File: src/rtl/pe_pkg.sv
package pe_pkg;
  typedef enum logic [1:0] {
    OVF_NONE = 2'd0,
    OVF_POS  = 2'd1,
    OVF_NEG  = 2'd2
  } ovf_e;

  function automatic ovf_e ovf_kind(input logic top_ext, input logic top_msb);
    if (top_ext == top_msb) return OVF_NONE;
    else if (top_msb)       return OVF_POS;
    else                    return OVF_NEG;
  endfunction
endpackage

File: src/rtl/pe_mult.sv
module pe_mult #(
  parameter int VW = 16,
  parameter int IW = 16,
  localparam int PW = VW + IW
) (
  input  logic                 clk,
  input  logic                 rst_n,
  input  logic                 smp_vld,
  input  logic signed [VW-1:0] bus_v,
  input  logic signed [IW-1:0] shunt_i,
  output logic signed [PW-1:0] pwr_q,
  output logic                 dir_q,
  output logic                 pvld_q
);
  logic signed [PW-1:0] pwr_d;
  logic                 dir_d;

  // next state
  always_comb begin
    pwr_d = pwr_q;
    dir_d = dir_q;
    if (smp_vld) begin
      pwr_d = bus_v * shunt_i;
      dir_d = shunt_i[IW-1];
    end
  end

  // registers
  always_ff @(posedge clk or negedge rst_n) begin
    if (!rst_n) begin
      pwr_q  <= '0;
      dir_q  <= 1'b0;
      pvld_q <= 1'b0;
    end else begin
      pvld_q <= smp_vld;
      if (smp_vld) begin
        pwr_q <= pwr_d;
        dir_q <= dir_d;
      end
    end
  end
endmodule

File: src/rtl/pe_accum.sv
module pe_accum
  import pe_pkg::*;
#(
  parameter int PW  = 32,
  parameter int EW  = 40,
  parameter int RCW = 16
) (
  input  logic                  clk,
  input  logic                  rst_n,
  input  logic signed [PW-1:0]  pwr,
  input  logic                  pvld,
  input  logic                  clr,
  output logic signed [EW-1:0]  acc_q,
  output logic signed [RCW-1:0] roll_q,
  output ovf_e                  ovf
);
  localparam int XW = EW + 1;

  logic signed [XW-1:0]  sum_x;
  logic signed [EW-1:0]  acc_d;
  logic signed [RCW-1:0] roll_d;
  logic                  upd;

  // next state
  always_comb begin
    sum_x  = {acc_q[EW-1], acc_q} + {{(XW-PW){pwr[PW-1]}}, pwr};
    ovf    = pvld ? ovf_kind(sum_x[XW-1], sum_x[EW-1]) : OVF_NONE;
    acc_d  = acc_q;
    roll_d = roll_q;
    if (clr) begin
      acc_d  = '0;
      roll_d = '0;
    end else if (pvld) begin
      acc_d = sum_x[EW-1:0];
      case (ovf)
        OVF_POS: roll_d = roll_q + RCW'(1);
        OVF_NEG: roll_d = roll_q - RCW'(1);
        default: roll_d = roll_q;
      endcase
    end
    upd = clr | pvld;
  end

  // registers
  always_ff @(posedge clk or negedge rst_n) begin
    if (!rst_n) begin
      acc_q  <= '0;
      roll_q <= '0;
    end else if (upd) begin
      acc_q  <= acc_d;
      roll_q <= roll_d;
    end
  end
endmodule

File: src/rtl/pe_shadow.sv
module pe_shadow #(
  parameter int EW  = 40,
  parameter int RCW = 16,
  localparam int WW = EW / 2
) (
  input  logic           clk,
  input  logic           rst_n,
  input  logic           snap,
  input  logic [EW-1:0]  acc,
  input  logic [RCW-1:0] roll,
  output logic [WW-1:0]  word_lo,
  output logic [WW-1:0]  word_hi,
  output logic [RCW-1:0] roll_s
);
  logic [EW-1:0]  shd_q;
  logic [EW-1:0]  shd_d;
  logic [RCW-1:0] rsh_q;
  logic [RCW-1:0] rsh_d;

  // next state
  always_comb begin
    shd_d = snap ? acc  : shd_q;
    rsh_d = snap ? roll : rsh_q;
  end

  // registers
  always_ff @(posedge clk or negedge rst_n) begin
    if (!rst_n) begin
      shd_q <= '0;
      rsh_q <= '0;
    end else if (snap) begin
      shd_q <= shd_d;
      rsh_q <= rsh_d;
    end
  end

  assign word_lo = shd_q[WW-1:0];
  assign word_hi = shd_q[EW-1:WW];
  assign roll_s  = rsh_q;
endmodule

File: src/rtl/pwr_energy_acc.sv
module pwr_energy_acc
  import pe_pkg::*;
#(
  parameter int VW  = 16,
  parameter int IW  = 16,
  parameter int EW  = 40,
  parameter int RCW = 16,
  localparam int PW = VW + IW,
  localparam int WW = EW / 2
) (
  input  logic                  clk,
  input  logic                  rst_n,
  input  logic                  smp_vld,
  input  logic signed [VW-1:0]  bus_v,
  input  logic signed [IW-1:0]  shunt_i,
  input  logic                  snap_req,
  input  logic                  acc_clr,
  output logic signed [PW-1:0]  pwr,
  output logic                  dir_src,
  output logic [WW-1:0]         energy_lo,
  output logic [WW-1:0]         energy_hi,
  output logic [RCW-1:0]        roll_cnt
);
  logic                  pvld;
  logic signed [EW-1:0]  acc_val;
  logic signed [RCW-1:0] roll_val;
  ovf_e                  ovf;

  pe_mult #(.VW(VW), .IW(IW)) u_mult (
    .clk(clk), .rst_n(rst_n), .smp_vld(smp_vld),
    .bus_v(bus_v), .shunt_i(shunt_i),
    .pwr_q(pwr), .dir_q(dir_src), .pvld_q(pvld)
  );

  pe_accum #(.PW(PW), .EW(EW), .RCW(RCW)) u_acc (
    .clk(clk), .rst_n(rst_n), .pwr(pwr), .pvld(pvld), .clr(acc_clr),
    .acc_q(acc_val), .roll_q(roll_val), .ovf(ovf)
  );

  pe_shadow #(.EW(EW), .RCW(RCW)) u_shd (
    .clk(clk), .rst_n(rst_n), .snap(snap_req),
    .acc(acc_val), .roll(roll_val),
    .word_lo(energy_lo), .word_hi(energy_hi), .roll_s(roll_cnt)
  );
endmodule

File: config.mk
export PLATFORM = sky130hd
export DESIGN_NAME = pwr_energy_acc
export DESIGN_NICKNAME = d
export VERILOG_FILES = /design/src/rtl/pe_pkg.sv /design/src/rtl/pe_mult.sv /design/src/rtl/pe_accum.sv /design/src/rtl/pe_shadow.sv /design/src/rtl/pwr_energy_acc.sv
export SDC_FILE = /design/constraint.sdc
export NUM_CORES = 1
export LEC_CHECK = 0
export CAP_MARGIN = 10
export CELL_PAD_IN_SITES_DETAIL_PLACEMENT = 0
export CELL_PAD_IN_SITES_GLOBAL_PLACEMENT = 1
export CORE_ASPECT_RATIO = 1.75
export CORE_MARGIN = 3
export CORE_UTILIZATION = 52
export DETAILED_ROUTE_END_ITERATION = 6
export PLACE_DENSITY_LB_ADDON = 0.1
export RECOVER_POWER = 50
export SETUP_SLACK_MARGIN = 0.02
export SYNTH_ARGS = -nofsm -noshare
export SYNTH_HDL_FRONTEND = slang
export SYNTH_SLANG_ARGS = --single-unit
File: constraint.sdc
create_clock -name clk -period 7.2 [get_ports clk]
set_input_delay 1.44 -clock clk [delete_from_list [all_inputs] [get_ports clk]]
set_output_delay 1.44 -clock clk [all_outputs]
set_load 0.01 [all_outputs]
==> metrics, run 1 <==
clk sinks about 150; critical path data arrival time around 7.3 ns; sequential cell area 3650 um^2; # nets final approximately 2600; Hold Fails Final Rpt 0; fin util between 60% and 70%; Ys Warns 0; Most used DFF post-synth dfrtp_1; Core Rows 89; total global routing overflow 0; Worst Tran Pin Value 4.58 ns; status finished, violations left; Clock Path Buffers 2; failing checks capacitance limit, slew limit; CP max stage cell fa_2; Die Area 37300 um^2; cts hold-fix bufs 0; htree depth 4; Critical Path, Cell by Cell dlygate4sd2_1 -> buf_6 -> and2_4 -> fa_1 -> inv_1 -> fa_2 -> inv_2 -> fa_2 -> fa_2 -> fa_2 -> inv_1 -> fa_2 -> inv_2 -> ha_4 -> and3_4 -> a221o_1 -> buf_6 -> a31o_4 -> a211oi_4 -> buf_4 -> a21o_1 -> o211ai_1 -> xor2_1 -> mux2_2; mapped cell area around 18000 um^2; Final ANT Viol Nets 0; largest net degree at the start of global routing 88; Final Slew Violations roughly 250; Max Cap Violations 4; WS Path Type primary input to flip-flop; Syn Nets 2293; Final period util roughly 97%; CTS tree yes; number of global-route vias before repair between 10000 and 15000; Die Wd 147 um; sequential share of the synthesized area around 20%; CTS clk-pin slew, worst paths 0.06 ns; final critical path time including I/O delays and setup 6.99 ns; Worst-Skew Late Latency 0.43 ns; Tightest Hold Check Type flip-flop to flip-flop; Post-synth EDFFs 0; DRC viols 0; largest area contributor in the netlist fa_1; GP Congestion 0.921; critical path launch point type primary input; DRT Wirelength 45400 um; gr usage total 25.0%; Syn Inst Count about 1900; TritonRoute pass-1 iters 5; Core Area 34100 um^2; slowest stage delay, CP about 0.58 ns; die height 253 um; clock root buffer clkbuf_16; Initial DRC Count 417; share of cells above drive strength 1 a little under a fifth; FF+latch count, synth 146; antenna violations before repair 0; Clock Skew between 0.01 and 0.015 ns; Synth-to-Final Area Change 21.6%; Yosys top cell area share between 20% and 30%; diode count 0; top post-synthesis cells by area fa_1 (29%), dfrtp_1 (20%), ha_1 (9.4%); via/cell ratio 5.33; CTS buffer count 17; first-pass GRT wire length 74500 um; f_max 143 MHz; Final HPWL DP 37800 um; CP Capture Type flip-flop; Yosys cell types 77; final setup violation count 0; Initial Util around 53%; maximum fanout along the worst path 8; post-DR wirelength/cell 17.5 um; syn avg cell area between 9 and 10 um^2; Worst EP required 7.51 ns; # fillers 2886; Relative slew margins -205%; vias 13800; number of port buffers 125; RSZ-0062 raised after global routing no; I/O pins 126; Crit path top cell by count fa_2; area taken by multi-input logic gates approximately 13000 um^2; asr flop ratio synth 100%
==> cells in the mapped netlist (11+ instances only) <==
cell type / count
a211oi_1: 15
nand2_1: 164
o21ai_0: 40
a21oi_1: 79
clkbuf_1: 53
xor2_1: 13
nor2_1: 99
dfrtp_1: 146
o21ai_1: 11
nand3_1: 22
nand2b_1: 12
a21o_1: 21
inv_1: 309
xnor2_1: 59
mux2i_1: 34
and2_1: 128
fa_1: 264
ha_1: 136
nor3_1: 19
o21a_1: 11
mux2_2: 84
==> logic make-up after synthesis <==
group | share of synthesized area, %
xor+xnor | 3.48
simple gates | 13.5
compound gates | 9.47
flops | 20.1
fa+ha+maj | 38.5
buf+inv | 7.69
mux | 7.21
==> placed cells by master (no fill, tap or decap), types with 10 or more instances in the layout <==
master and count:
inv_1 297, fa_1 251, buf_4 162, nand2_1 160
dfrtp_1 145, ha_1 129, and2_1 119, nor2_1 99
clkdlybuf4s50_1 91, mux2_2 84, a21oi_1 76, xnor2_1 59
o21ai_0 37, mux2i_1 34, nand3_1 22, a21o_1 21
nor3_1 19, clkbuf_16 18, buf_6 16, a211oi_1 14
o21ai_1 13, xor2_1 13, fa_2 13, nand2b_1 12
inv_2 11, o21a_1 11, clkbuf_2 11, o21bai_1 10
or3_1 10, dlymetal6s2s_1 10
==> metal layers <==
| layer | wire length (um) | vias up | global-route usage (%) | share of wire, % |
|---|---|---|---|---|
| met1 | 17200 | 6936 | 28.3 | 38 |
| met2 | 25300 | 289 | 48.2 | 56 |
| met3 | 1200 | 92 | 2.35 | 2.6 |
| li1 | - | 6510 | - | - |
| met4 | 1710 | 0 | 9.33 | 3.8 |
| met5 | 0 | - | 0 | 0 |
==> per-stage QoR <==
| stage | setup WS, ns | std cells | instance area (um^2) | setup TNS, ns | hold slack (ns) |
|---|---|---|---|---|---|
| floorplan | 0.0209 | 1856 | 18200 | 0 | 0.486 |
| finish | 0.206 | 2593 | 22100 | 0 | 0.505 |
| detailed placement | -0.727 | 2539 | 21000 | -6.44 | 0.495 |
| global placement | -0.730 | 2539 | 21000 | -5.61 | 0.489 |
| CTS | 0.0236 | 2578 | 21800 | 0 | 0.508 |
| global route | 0.00658 | 2593 | 22100 | 0 | 0.521 |
==> sequential cells by signal, summed over array words and instances, names as in the netlist <==
| signal | flops |
|---|---|
| u_shd.roll_s | 16 |
| u_mult.pvld_q | 1 |
| u_acc.roll_q | 16 |
| u_acc.acc_q | 40 |
| u_mult.dir_q | 1 |
| u_mult.pwr_q | 32 |
| u_shd.shd_q | 40 |
==> final cells by class <==
| cell class | count | share of cell area, % |
|---|---|---|
| clock buffers | 19 | 2.01 |
| clock inverters | 12 | 0.817 |
| inverters | 310 | 5.29 |
| multi-input cells | 1341 | 60.6 |
| flip-flops and latches | 146 | 16.6 |
| well taps | 455 | 2.58 |
| repair buffers | 310 | 12.1 |
==> final timing paths <==
kind,depth (start not counted),slack (ns),endpoint,startpoint
hold reg to reg,1,0.50,u_shd.shd_q[32]$_DFFE_PN0P_,u_shd.shd_q[32]$_DFFE_PN0P_
max in group asynchronous,2,1.40,u_shd.shd_q[39]$_DFFE_PN0P_,rst_n
hold / removal,1,0.50,u_shd.shd_q[32]$_DFFE_PN0P_,u_shd.shd_q[32]$_DFFE_PN0P_
setup / recovery,24,0.21,u_mult.pwr_q[30]$_DFFE_PN0P_,bus_v[9]
min in group asynchronous,1,2.62,u_shd.shd_q[4]$_DFFE_PN0P_,rst_n
setup reg to reg,19,1.57,u_acc.roll_q[15]$_DFFE_PN0P_,u_mult.pwr_q[0]$_DFFE_PN0P_
==> critical path, delay by kind of cell <==
kind	cells	cell delay (ns)
buffers and inverters	8	0.90
muxes	1	0.26
and+or+nand+nor	2	0.33
adders and majority gates	7	3.15
xor gates and xnor gates	1	0.15
AOI/OAI and AO/OA	5	1.07
==> repair_timing <==
| item | 4_1_cts | 5_1_grt |
|---|---|---|
| cloned | 1 | 1 |
| buffers inserted | 7 | 14 |
| hold endpoints to repair | 0 | 0 |
| gates resized for setup | 53 | 78 |
| pin swaps | 41 | 34 |
| setup endpoints to repair | 8 | 9 |
Power of run 1 is left out: the tool's default activity adds up to more than one toggle a clock period on the data nets, which glitch-free logic cannot reach.
==> run 2: changes to the inputs <==
--- a/config.mk
+++ b/config.mk
@@ -15,6 +15,7 @@
 export PLACE_DENSITY_LB_ADDON = 0.1
 export RECOVER_POWER = 50
 export SETUP_SLACK_MARGIN = 0.02
+export SLEW_MARGIN = 20
 export SYNTH_ARGS = -nofsm -noshare
 export SYNTH_HDL_FRONTEND = slang
 export SYNTH_SLANG_ARGS = --single-unit
==> results of run 2 <==
Same layout as run 1: the final DEF is identical, and so are final timing and power.
Power of run 2 is left out for the same reason.
